## config.mk

```make
export PLATFORM = sky130hd
export DESIGN_NAME = hub_port_power
export DESIGN_NICKNAME = d
export VERILOG_FILES = /design/src/rtl/ppm_pkg.sv /design/src/rtl/ppm_sync.sv /design/src/rtl/ppm_blink.sv /design/src/rtl/ppm_port.sv /design/src/rtl/hub_port_power.sv
export SDC_FILE = /design/constraint.sdc
export NUM_CORES = 1
export LEC_CHECK = 0
export ABC_CLOCK_PERIOD_IN_PS = 3100
export BUFFER_PORTS_ARGS = -buffer_cell sky130_fd_sc_hd__buf_2
export CELL_PAD_IN_SITES_DETAIL_PLACEMENT = 2
export CELL_PAD_IN_SITES_GLOBAL_PLACEMENT = 2
export CORE_ASPECT_RATIO = 0.75
export CORE_MARGIN = 1
export CORE_UTILIZATION = 35
export DETAILED_ROUTE_END_ITERATION = 7
export PLACE_DENSITY = 0.83
export SLEW_MARGIN = 5
export SYNTH_ARGS = -nofsm -noshare
export SYNTH_HDL_FRONTEND = slang
export SYNTH_SLANG_ARGS = --single-unit
```

## constraint.sdc

```tcl
create_clock -name clk -period 3.1 [get_ports clk]
set_input_delay 0.62 -clock clk [delete_from_list [all_inputs] [get_ports clk]]
set_output_delay 0.62 -clock clk [all_outputs]
set_load 0.005 [all_outputs]
```

## src/rtl/ppm_pkg.sv

```systemverilog
package ppm_pkg;
  // Request bundle shared by every port cell.
  typedef struct packed {
    logic cfg;
    logic set_pwr;
    logic clr_pwr;
    logic clr_chg;
  } ppm_cmd_t;
endpackage

```

## src/rtl/ppm_sync.sv

```systemverilog
module ppm_sync #(
  parameter int W = 4
) (
  input  logic         clk,
  input  logic         rst_n,
  input  logic [W-1:0] d,
  output logic [W-1:0] lvl,
  output logic [W-1:0] rise
);
  logic [W-1:0] s1_q, s2_q, s3_q;

  // Two flops for metastability, a third for edge detection.
  always_ff @(posedge clk or negedge rst_n) begin
    if (!rst_n) begin
      s1_q <= '0;
      s2_q <= '0;
      s3_q <= '0;
    end else begin
      s1_q <= d;
      s2_q <= s1_q;
      s3_q <= s2_q;
    end
  end

  assign lvl  = s2_q;
  assign rise = s2_q & ~s3_q;
endmodule

```

## src/rtl/ppm_blink.sv

```systemverilog
module ppm_blink #(
  parameter int HALF_TICKS = 500
) (
  input  logic clk,
  input  logic rst_n,
  input  logic tick,
  output logic phase
);
  localparam int CW = (HALF_TICKS > 1) ? $clog2(HALF_TICKS) : 1;
  localparam logic [CW-1:0] LAST = CW'(HALF_TICKS - 1);

  logic [CW-1:0] cnt_q;

  // Shared flash phase: flips on every HALF_TICKS-th tick.
  always_ff @(posedge clk or negedge rst_n) begin
    if (!rst_n) begin
      cnt_q <= '0;
      phase <= 1'b0;
    end else if (tick) begin
      if (cnt_q == LAST) begin
        cnt_q <= '0;
        phase <= ~phase;
      end else begin
        cnt_q <= cnt_q + 1'b1;
      end
    end
  end
endmodule

```

## src/rtl/ppm_port.sv

```systemverilog
module ppm_port
  import ppm_pkg::*;
(
  input  logic     clk,
  input  logic     rst_n,
  input  ppm_cmd_t cmd,
  input  logic     hit,
  input  logic     oc_lvl,
  input  logic     oc_rise,
  input  logic     phase,
  input  logic     link_up,
  output logic     pwr,
  output logic     chg,
  output logic     led
);
  logic flash_q;

  always_ff @(posedge clk or negedge rst_n) begin
    if (!rst_n) begin
      pwr     <= 1'b0;
      chg     <= 1'b0;
      flash_q <= 1'b0;
    end else begin
      // any off-condition beats a set request.
      if (!cmd.cfg || cmd.clr_pwr || oc_lvl) pwr <= 1'b0;
      else if (cmd.set_pwr && hit)          pwr <= 1'b1;
      // a new fault wins over the clear request.
      if (oc_rise)                  chg <= 1'b1;
      else if (cmd.clr_chg && hit)  chg <= 1'b0;

      if (!cmd.cfg || cmd.clr_pwr)  flash_q <= 1'b0;
      else if (oc_rise)             flash_q <= 1'b1;
    end
  end


  assign led = flash_q ? phase : (link_up & pwr);
endmodule

```

## src/rtl/hub_port_power.sv

```systemverilog
module hub_port_power
  import ppm_pkg::*;
#(
  parameter int NPORTS     = 4,
  parameter int HALF_TICKS = 500,
  parameter int PW         = (NPORTS > 1) ? $clog2(NPORTS) : 1
) (
  input  logic              clk,
  input  logic              rst_n,
  input  logic              configured,
  input  logic              set_pwr,
  input  logic              clr_pwr,
  input  logic              clr_chg,
  input  logic [PW-1:0]     req_port,
  input  logic              tick,
  input  logic [NPORTS-1:0] oc_in,
  input  logic [NPORTS-1:0] port_en,
  output logic [NPORTS-1:0] pwr_en,
  output logic [NPORTS-1:0] oc_status,
  output logic [NPORTS-1:0] oc_change,
  output logic [NPORTS-1:0] led
);
  ppm_cmd_t          cmd;
  logic [NPORTS-1:0] oc_rise;
  logic              phase;

  assign cmd = '{cfg: configured, set_pwr: set_pwr, clr_pwr: clr_pwr, clr_chg: clr_chg};

  ppm_sync #(.W(NPORTS)) u_sync (
    .clk  (clk),
    .rst_n(rst_n),
    .d    (oc_in),
    .lvl  (oc_status),
    .rise (oc_rise)
  );

  ppm_blink #(.HALF_TICKS(HALF_TICKS)) u_blink (
    .clk  (clk),
    .rst_n(rst_n),
    .tick (tick),
    .phase(phase)
  );

  for (genvar i = 0; i < NPORTS; i++) begin : g_port
    ppm_port u_port (
      .clk    (clk),
      .rst_n  (rst_n),
      .cmd    (cmd),
      .hit    (req_port == PW'(i)),
      .oc_lvl (oc_status[i]),
      .oc_rise(oc_rise[i]),
      .phase  (phase),
      .link_up(port_en[i]),
      .pwr    (pwr_en[i]),
      .chg    (oc_change[i]),
      .led    (led[i])
    );
  end
endmodule

```

==> results.md, run 1 <==
- Share of cells above drive strength 1: 0.253
- Core box area: 0.00380 mm²
- # setup viols final: 0
- #FFs+latches synth: 34
- Least-Margin Pin Slew: ~0.77 ns
- Cell taking the most area after synthesis: dfrtp_1
- Critical Path Sink Type: output pin
- DP HPWL: 2580 µm
- Pleak: approximately 0.79 nW
- Vias in the first global route: 1180
- Slew HR: 0.487
- Critical path class: reg2out
- Die ar.: 0.00440 mm²
- Number of gates resized after cts: 0
- IO Port Bufs: 32
- Final worst slack: roughly 1.4 ns
- Drt via density: ~5.0
- FMAX: around 0.6 GHz
- GRT Residual Overflow: 0
- Area of the mapped netlist: 0.00145 mm²
- Ys async rst share: 1.00
- Hold/Removal Path Class: reg2reg
- Initial antenna violation count: 0
- Startpoint Class: flip-flop
- Boundary Pins: 33
- Vias: 1043
- CP max FO: 3
- CTS Buf Count: 5
- Antenna Nets Post-Route: 0
- Max-Cap Viols: 0
- Post-synth EDFFs: 0
- Fraction of the yosys area taken by sequential cells: 0.587
- Pwr/cell area: 625 mW/mm²
- Final critical-path share of the clock period: 0.539
- Avg Synthesized Cell Area: 10.7 µm²
- Buffer count from post-CTS setup fixing: 0
- Clock Latency Late Sink: a little under 0.3 ns
- DR WL/cell: ~17 µm
- Hold Fails Final Rpt: 0
- Routability congestion estimate from global placement: ~0.78
- Die span in x: 76.3 µm
- Post-Route WL: approximately 3600 µm
- First-pass GRT wire length: approximately 6000 µm
- Post-CTS Hold Buffers: 0
- Clock Sinks: 34
- H-tree Lvls: 2
- Drt pass-1 iters: 2
- Slew Viols, Final: 0
- Die Y: between 50 and 60 µm
- Post-synth top area share: 0.587
- Dpl cell area: 0.00154 mm²
- WP data arrival: roughly 1.1 ns
- Status: finished, final reports clean
- Nets: 175
- Syn Nets: around 150
- DR iter-0 viols: 43
- Reg area: ~850 µm²
- Multi-input logic area: 433 µm²
- Largest net degree at the start of global routing: 35
- Critical Path RT: 2.48 ns
- Clk pin slew, worst setup/hold paths: about 0.07 ns
- Minimum clock period: around 1.7 ns
- Top_reg_cell synth: dfrtp_1
- Drt drc: 0
- Largest cells by area after synthesis: dfrtp_1 59%, buf_4 8.3%, nand2_1 3.9%
- Mapped Cells: between 100 and 150
- CTS tree: done
- Initial Util: 0.381
- RSZ-0062 raised after global routing: no
- Placed cell count: between 200 and 250
- Ant diodes: 0
- Fin cells: 210
- Most common cell in the netlist: dfrtp_1
- Distinct cell type count after synthesis: 29
- Final clock skew: 0.00278 ns
- Clock Path Buffers: 2
- Max VDD drop: ~0.00036 V
- Total GRT Usage: 0.187
- Commonest cells in the synthesized netlist: 34 x dfrtp_1, 16 x buf_4, 15 x nand2_1
- Yosys warning count: 0
- Fill cells: 428
- Post-route cell area: 0.00163 mm²
- Syn-to-layout area delta: 12.5%
- Core Rows: 19
- Cell chosen for the clock root: clkbuf_8
- Pre-CTS WS: between 1 and 1.5 ns
- Post-route setup TNS: 0 ns
layout make-up:
class / instances / share of cell area
timing repair buffer: 32 / 0.0982
multi-input combinational: 76 / 0.266
sequential: 34 / 0.522
clock buffer: 7 / 0.0530
tap: 52 / 0.0399
inverter: 8 / 0.0184
clock inverter: 1 / 0.00307
per-stage QoR:
step            util  total power, W  hold slack (ns)
6_report       0.429         0.00102            0.350
5_1_grt        0.429         0.00108            0.356
4_1_cts        0.429         0.00103            0.353
3_5_place_dp   0.405        0.000685            0.338
3_3_place_gp   0.405        0.000665            0.333
2_1_floorplan      -        0.000624            0.324
state kept, by name, indices dropped and copies added (netlist names):
name / cells
g_port.u_port.chg: 4
g_port.u_port.flash_q: 4
g_port.u_port.pwr: 4
u_blink.cnt_q: 9
u_blink.phase: 1
u_sync.lvl: 4
u_sync.s1_q: 4
u_sync.s3_q: 4
cell usage in the layout (no fill, tap or decap), drive strengths merged:
cell type,Yosys,final
or3b,1,1
buf,17,32
or3,2,2
nor2b,1,1
nor3,7,7
dfrtp,34,34
xor2,2,2
or4,1,1
o311ai,1,1
a21oi,6,6
a31oi,3,3
a22o,3,3
a211o,1,1
xnor2,1,1
nand4,3,3
nand2,15,15
o22ai,1,1
nand3,7,7
o221ai,1,1
ha,1,1
a21o,2,2
inv,8,8
nand2b,1,1
clkbuf,1,7
o21bai,1,1
clkinv,0,1
nor2,7,7
o21ai,8,8
worst paths after layout:
kind / cells after the start / endpoint / slack, ns / startpoint
max: 3 / led[0] / 1.43 / g_port[0].u_port.pwr
max reg2reg: 3 / u_blink.cnt_q[0] / 1.46 / u_blink.cnt_q[2]
max in group asynchronous: 1 / g_port[0].u_port.chg / 2.21 / rst_n
min: 0 / u_sync.lvl[2] / 0.35 / u_sync.s1_q[2]
min reg2reg: 0 / u_sync.lvl[2] / 0.35 / u_sync.s1_q[2]
min in group asynchronous: 1 / u_sync.lvl[3] / 0.40 / rst_n
cells by family (layout without fill, tap and decap cells):
kind of cell | count (synthesis) | count (layout) | share of synthesized area
adders and majority gates | 1 | 1 | 0.00863
xor gates and xnor gates | 3 | 3 | 0.0181
DFF | 34 | 34 | 0.587
AOI/OAI and AO/OA | 27 | 27 | 0.117
and+or+nand+nor | 45 | 45 | 0.155
buffers and inverters | 26 | 48 | 0.114
critical path, stage by stage (launching register included):
cell and delay [ns]:
dfrtp_1 0.38, nand2_1 0.08, o21ai_0 0.16, buf_2 0.14
metal layers:
layer  GRT usage  wire length [µm]  up-vias
met5           0                 0        -
met4      0.0577                41        0
met3      0.0803               145        5
met2       0.319              1860       17
met1       0.217              1570      525
li1            -                 -      496
power by group:
part	leakage, nW	switching (W)	total (W)	internal [W]
clock network	0.0482	0.000156	0.000335	0.000179
logic	0.320	0.0000711	0.000122	0.0000508
registers	0.417	0.0000696	0.000563	0.000493
Power figures use the tool's default switching activity.
==> run 2: changes to the inputs <==
--- a/config.mk
+++ b/config.mk
@@ -5,15 +5,15 @@
 export SDC_FILE = /design/constraint.sdc
 export NUM_CORES = 1
 export LEC_CHECK = 0
-export ABC_CLOCK_PERIOD_IN_PS = 3100
+export ABC_CLOCK_PERIOD_IN_PS = 1500
 export BUFFER_PORTS_ARGS = -buffer_cell sky130_fd_sc_hd__buf_2
 export CELL_PAD_IN_SITES_DETAIL_PLACEMENT = 2
 export CELL_PAD_IN_SITES_GLOBAL_PLACEMENT = 2
 export CORE_ASPECT_RATIO = 0.75
 export CORE_MARGIN = 1
-export CORE_UTILIZATION = 35
+export CORE_UTILIZATION = 29
 export DETAILED_ROUTE_END_ITERATION = 7
-export PLACE_DENSITY = 0.83
+export PLACE_DENSITY = 0.73
 export SLEW_MARGIN = 5
 export SYNTH_ARGS = -nofsm -noshare
 export SYNTH_HDL_FRONTEND = slang
==> constraint.sdc (replaced) <==
create_clock -name clk -period 1.5 [get_ports clk]
set_input_delay 0.3 -clock clk [delete_from_list [all_inputs] [get_ports clk]]
set_output_delay 0.3 -clock clk [all_outputs]
set_load 0.005 [all_outputs]
==> results.md, run 2 (synthesis results as in run 1) <==
- Drt drc: 0 (unchanged)
- CP top delay family: simple AND/OR/NAND/NOR gates
- Nets: 186 (+6.3%)
- Syn-to-layout area delta: 19.3%
- Core box area: 0.00462 mm² (+22%)
- Final clock skew: 0.00676 ns (+0.00398 ns)
- CP max stage delay: 0.43 ns (+0.05 ns)
- Post-route setup TNS: 0 ns (unchanged)
- Initial Util: 0.313 (-0.0676)
- DR WL/cell: 15.6 µm (-9.3%)
- Total GRT Usage: 0.150 (-0.0373)
- # setup viols final: 0 (unchanged)
- Boundary Pins: 33 (unchanged)
- First-pass GRT wire length: 6100 µm (+1.7%)
- Critical Path Sink Type: flip-flop
- Slew HR: 0.697 (+0.210)
- Clock Latency Late Sink: 0.28 ns (about the same)
- Hold/Removal Path Class: in2reg
- Post-route cell area: 0.00173 mm² (+6.0%)
- Post-Route WL: 3530 µm (-2.4%)
- DR iter-0 viols: 44 (+2.3%)
- Commonest cells after routing, fill and taps aside: 34 x dfrtp_1, 32 x buf_2, 15 x nand2_1
- Share of cells above drive strength 1: 0.302 (+0.0486)
- Least-Margin Pin Slew: 0.455 ns (-0.315 ns)
- Max reg flops: 9 (unchanged)
- Dpl cell area: 0.00160 mm² (+3.8%)
- Max-Cap Viols: 0 (unchanged)
- Initial antenna violation count: 0 (unchanged)
- Final critical-path share of the clock period: 0.959
- Die span in x: 83.6 µm (+9.6%)
- GRT Residual Overflow: 0 (unchanged)
- IO Port Bufs: 32 (unchanged)
- Hold Fails Final Rpt: 0 (unchanged)
- Max VDD drop: 0.000523 V (+47%)
- Antenna Nets Post-Route: 0 (unchanged)
- Largest net degree at the start of global routing: 21 (-40%)
- Vias: 1114 (+6.8%)
- Critical path class: reg2reg
- Critical Path RT: 1.71 ns (-0.77 ns)
- Minimum clock period: between 1 and 1.5 ns
- Clock Sinks: 34 (unchanged)
- Core Rows: 21 (+2)
- Pleak: 0.841 nW (+7.0%)
- CTS tree: done
- CP max FO: 5 (+2)
- Pwr/cell area: 1260 mW/mm² (+100%)
- Startpoint Class: flip-flop
- H-tree Lvls: 2 (unchanged)
- Commonest non-fill, non-tap cell in the layout: dfrtp_1
- Slowest-stage cell, CP: or3b_4
- Drt pass-1 iters: 4 (+2)
- Cell chosen for the clock root: clkbuf_8
- Die ar.: 0.00529 mm² (+20%)
- Die Y: 63.2 µm (+9.5%)
- FMAX: about 0.7 GHz
- Vias in the first global route: 1205 (+2.1%)
- Status: finished, final reports clean
- Ant diodes: 0 (unchanged)
- WP data arrival: 1.65 ns (+0.60 ns)
- Worst path cell trace: or3b_4 -> buf_6 -> nor3_4 -> xor2_1
- RSZ-0062 raised after global routing: yes
- Routability congestion estimate from global placement: 0.715 (-8.7%)
- Buf/Inv on CP: 1 (unchanged)
- DP HPWL: 2600 µm (+0.89%)
- CTS Buf Count: 5 (unchanged)
- Clk pin slew, worst setup/hold paths: 0.07 ns (about the same)
- Clock Path Buffers: 2 (unchanged)
- Drt via density: 4.93 (-0.75%)
- Most flops, register: u_blink.cnt_q
- Slew Viols, Final: 0 (unchanged)
==> run 2: changes by cell type in the layout (fill, tap and decap cells not counted), sizes merged <==
cell,change
buf,+10
dlygate4sd3,+1
==> run 2: cell type report <==
cell class / count / area [µm²]
Clock inverter: 1 / 5.00
Fill cell: 499 / 2900
Tap cell: 57 / 71.3
Timing Repair Buffer: 43 / 249
Multi-Input combinational cell: 76 / 435
Sequential cell: 34 / 851
Clock buffer: 7 / 86.3
Inverter: 8 / 30.0
==> run 2: final timing paths <==
| check | to | cells after the start | start | slack (ns) |
|---|---|---|---|---|
| max in group asynchronous | g_port[0].u_port.pwr | 3 | rst_n | 0.51 |
| hold / removal | u_sync.s1_q[1] | 1 | oc_in[1] | 0.12 |
| hold reg to reg | u_sync.lvl[2] | 0 | u_sync.s1_q[2] | 0.35 |
| min in group asynchronous | g_port[2].u_port.flash_q | 2 | rst_n | 0.50 |
| setup / recovery | u_blink.phase | 4 | u_blink.cnt_q[3] | 0.06 |
| setup reg to reg | u_blink.phase | 4 | u_blink.cnt_q[3] | 0.06 |
==> run 2: stage by stage <==
step / total power (W) / hold WS [ns] / util / std cells / worst slack (ns)
5_1_grt: 0.00232 / 0.108 / 0.374 / 226 / -0.00878
3_5_place_dp: 0.00148 / 0.281 / 0.346 / 214 / 0.0630
2_1_floorplan: 0.00129 / 0.00441 / - / 136 / 0.0499
4_1_cts: 0.00219 / 0.115 / 0.367 / 223 / 0.0609
3_3_place_gp: 0.00144 / 0.281 / 0.346 / 214 / 0.122
6_report: 0.00218 / 0.121 / 0.374 / 226 / 0.0609
==> run 2: worst register-to-register path: cells and delay by family, from the launching register on <==
kind | cells | cell delay, ns
xor+xnor | 1 | 0.17
flops | 1 | 0.39
simple gates | 2 | 0.68
buf+inv | 1 | 0.14
==> run 2: per-layer routing <==
metal	global-route usage	vias to the layer above	share of wire	wire length, µm
met2	0.243	24	0.50	1750
met5	0	-	0	0
met4	0.0508	0	0.0096	34
met1	0.195	567	0.46	1610
met3	0.0406	5	0.039	138
li1	-	518	-	-
==> run 2: repair_timing <==
item,CTS,global route
buffers inserted,0,3
hold buffers,1,0
setup endpoints to repair,0,4
gates resized for setup,0,2
endpoints found under the hold margin,18,0
==> run 2: where the power goes <==
group	switching, W	internal, W	total [W]
combinational	0.000209	0.000181	0.000389
sequential	0.0000820	0.00102	0.00110
clock	0.000321	0.000370	0.000691
total	0.000611	0.00157	0.00218
==> run 3: changes to the inputs <==
--- a/config.mk
+++ b/config.mk
@@ -5,7 +5,7 @@
 export SDC_FILE = /design/constraint.sdc
 export NUM_CORES = 1
 export LEC_CHECK = 0
-export ABC_CLOCK_PERIOD_IN_PS = 1500
+export ABC_CLOCK_PERIOD_IN_PS = 1250
 export BUFFER_PORTS_ARGS = -buffer_cell sky130_fd_sc_hd__buf_2
 export CELL_PAD_IN_SITES_DETAIL_PLACEMENT = 2
 export CELL_PAD_IN_SITES_GLOBAL_PLACEMENT = 2
@@ -13,6 +13,7 @@
 export CORE_MARGIN = 1
 export CORE_UTILIZATION = 29
 export DETAILED_ROUTE_END_ITERATION = 7
+export GPL_TIMING_DRIVEN = 0
 export PLACE_DENSITY = 0.73
 export SLEW_MARGIN = 5
 export SYNTH_ARGS = -nofsm -noshare
==> constraint.sdc (replaced) <==
create_clock -name clk -period 1.25 [get_ports clk]
set_input_delay 0.25 -clock clk [delete_from_list [all_inputs] [get_ports clk]]
set_output_delay 0.25 -clock clk [all_outputs]
set_load 0.005 [all_outputs]
==> results.md, run 3 (synthesis results as in run 1) <==
- Initial antenna violation count: 0 (unchanged)
- Max-Cap Viols: 0 (unchanged)
- Post-route cell area: 0.00195 mm² (+13%)
- Clock Latency Late Sink: 0.29 ns (about the same)
- Routability congestion estimate from global placement: 0.739 (+3.3%)
- Core box area: 0.00462 mm² (unchanged)
- Most flops, register: u_blink.cnt_q
- Largest net degree at the start of global routing: 35 (+67%)
- Cell chosen for the clock root: clkbuf_8
- Sequential share of power: 0.502 (-0.003)
- Register-to-Register Setup Slack: -0.18 ns (-0.24 ns)
- Drt drc: 0 (unchanged)
- Max VDD drop: 0.000507 V (-3.0%)
- Fill cells: 503 (+0.80%)
- Dpl cell area: 0.00168 mm² (+5.2%)
- Clock Sinks: 34 (unchanged)
- Max reg flops: 9 (unchanged)
- Failing checks: negative setup slack
- Commonest non-fill, non-tap cell in the layout: dfrtp_1
- Vias: 1193 (+7.1%)
- Final worst slack: -0.180 ns (-0.241 ns)
- IO Port Bufs: 32 (unchanged)
- CTS tree: done
- GRT Residual Overflow: 0 (unchanged)
- Switching power: 0.000789 W (+29%)
- Pre-CTS WS: -0.269 ns (-0.332 ns)
- Nets: 205 (+10%)
- Drt via density: 4.87 (-1.2%)
- Slew HR: 0.500 (-0.197)
- CP max FO: 6 (+1)
- H-tree Lvls: 2 (unchanged)
- Die Y: 63.2 µm (unchanged)
- Slew Viols, Final: 0 (unchanged)
- Drt pass-1 iters: 2 (-2)
- RSZ-0062 raised after global routing: yes
- Hold/Removal Path Class: in2async
- Pleak: 0.970 nW (+15%)
- Multi-input logic area: 494 µm² (+14%)
- Startpoint Class: flip-flop
- DP HPWL: 2540 µm (-2.4%)
- Initial Util: 0.313 (unchanged)
- Clock share of power: 0.306 (-0.011)
- Worst r2r dst: u_blink.cnt_q[8]
- DR iter-0 viols: 36 (-18%)
- Reg area: 856 µm² (+0.59%)
- Status: finished, violations left
- Antenna Nets Post-Route: 0 (unchanged)
- DR WL/cell: 17.1 µm (+9.6%)
- FMAX: 0.699 GHz (+0.63%)
- Share of cells above drive strength 1: 0.468 (+0.166)
- Final clock skew: 0.00752 ns (+0.000763 ns)
- Total GRT Usage: 0.160 (+0.00970)
- Core Rows: 21 (unchanged)
- Minimum clock period: 1.43 ns (-0.00899 ns)
- Commonest cells after routing, fill and taps aside: 30 x dfrtp_1, 29 x buf_2, 27 x buf_4
- Post-route setup TNS: -1.37 ns (-1.37 ns)
- Pint: 0.00192 W (+22%)
- Fin cells: 245 (+8.4%)
- CTS Buf Count: 5 (unchanged)
- Ant diodes: 0 (unchanged)
- R2R depth: 3 (-1)
- Sw Ratio: 0.291 (+0.0109)
- Die span in x: 83.6 µm (unchanged)
- WP data arrival: 1.60 ns (-0.05 ns)
- Pwr/cell area: 1390 mW/mm² (+10%)
- Syn-to-layout area delta: 34.6%
- Critical Path Sink Type: flip-flop
- Post-Route WL: 4190 µm (+19%)
- Least-Margin Pin Slew: 0.751 ns (+0.295 ns)
- Final critical-path share of the clock period: 1.14 (+0.185)
- Die ar.: 0.00529 mm² (unchanged)
- Boundary Pins: 33 (unchanged)
- First-pass GRT wire length: 6410 µm (+5.1%)
- Hold Fails Final Rpt: 0 (unchanged)
- Combinational power share: 0.192 (+0.014)
- Clk pin slew, worst setup/hold paths: 0.07 ns (about the same)
- Critical path class: reg2reg
- Reg2reg start: u_blink.cnt_q[3]
- Vias in the first global route: 1253 (+4.0%)
- Critical Path RT: 1.42 ns (-0.29 ns)
- Placed cell count: 225 (+5.1%)
- # setup viols final: 12 (+12)
- Clock Path Buffers: 2 (unchanged)
-- run 3: what timing repair did --
item                                    in CTS  in global routing
hold buffers                                 0                  0
gates resized for setup                     18                 15
pin swaps                                    7                  8
setup buffers                               10                  8
endpoints found under the setup margin      13                 17
-- run 3: layout make-up --
type                            count  area share
Sequential cell                    34       0.439
Multi-Input combinational cell     76       0.253
Timing Repair Buffer               50       0.165
Clock buffer                        7      0.0443
Buffer                             12      0.0443
Tap cell                           57      0.0366
Inverter                            8      0.0154
Clock inverter                      1     0.00257
-- run 3: power by group through the flow --
stage               combinational (W)  clock, W  sequential (W)
finish                       0.000521  0.000828         0.00136
global route                 0.000571  0.000890         0.00137
CTS                          0.000433  0.000850         0.00135
detailed placement           0.000337         0         0.00139
global placement             0.000308         0         0.00138
floorplan                    0.000207         0         0.00134
-- run 3: worst max-delay path: stages (launching register included) --
cell and delay [ns]:
dfrtp_2 0.43, or3b_4 0.46, a211o_1 0.27, a21o_1 0.15
-- run 3: worst max-delay path by stage --
stage | from | endpoint | cells after the start
global placement | u_blink.cnt_q[3] | u_blink.cnt_q[8] | 4
finish | u_blink.cnt_q[3] | u_blink.cnt_q[8] | 3
floorplan | u_blink.cnt_q[3] | u_blink.cnt_q[8] | 4
CTS | u_blink.cnt_q[2] | u_blink.cnt_q[8] | 4
detailed placement | u_blink.cnt_q[3] | u_blink.cnt_q[0] | 4
global route | u_blink.cnt_q[0] | u_blink.cnt_q[6] | 5
-- run 3: through the flow --
step	hold WS (ns)	power, W	utilization
floorplan	-0.0456	0.00155	-
global placement	0.333	0.00169	0.363
detailed placement	0.336	0.00173	0.363
CTS	0.0600	0.00263	0.403
global route	0.0559	0.00283	0.422
finish	0.0276	0.00271	0.422
-- run 3: layer usage --
layer | vias up | global-route usage | wire length [µm] | part of all wire
li1 | 557 | - | - | -
met1 | 601 | 0.199 | 1860 | 0.44
met2 | 25 | 0.267 | 2120 | 0.50
met3 | 10 | 0.0393 | 130 | 0.031
met4 | 0 | 0.0636 | 80 | 0.019
met5 | - | 0 | 0 | 0
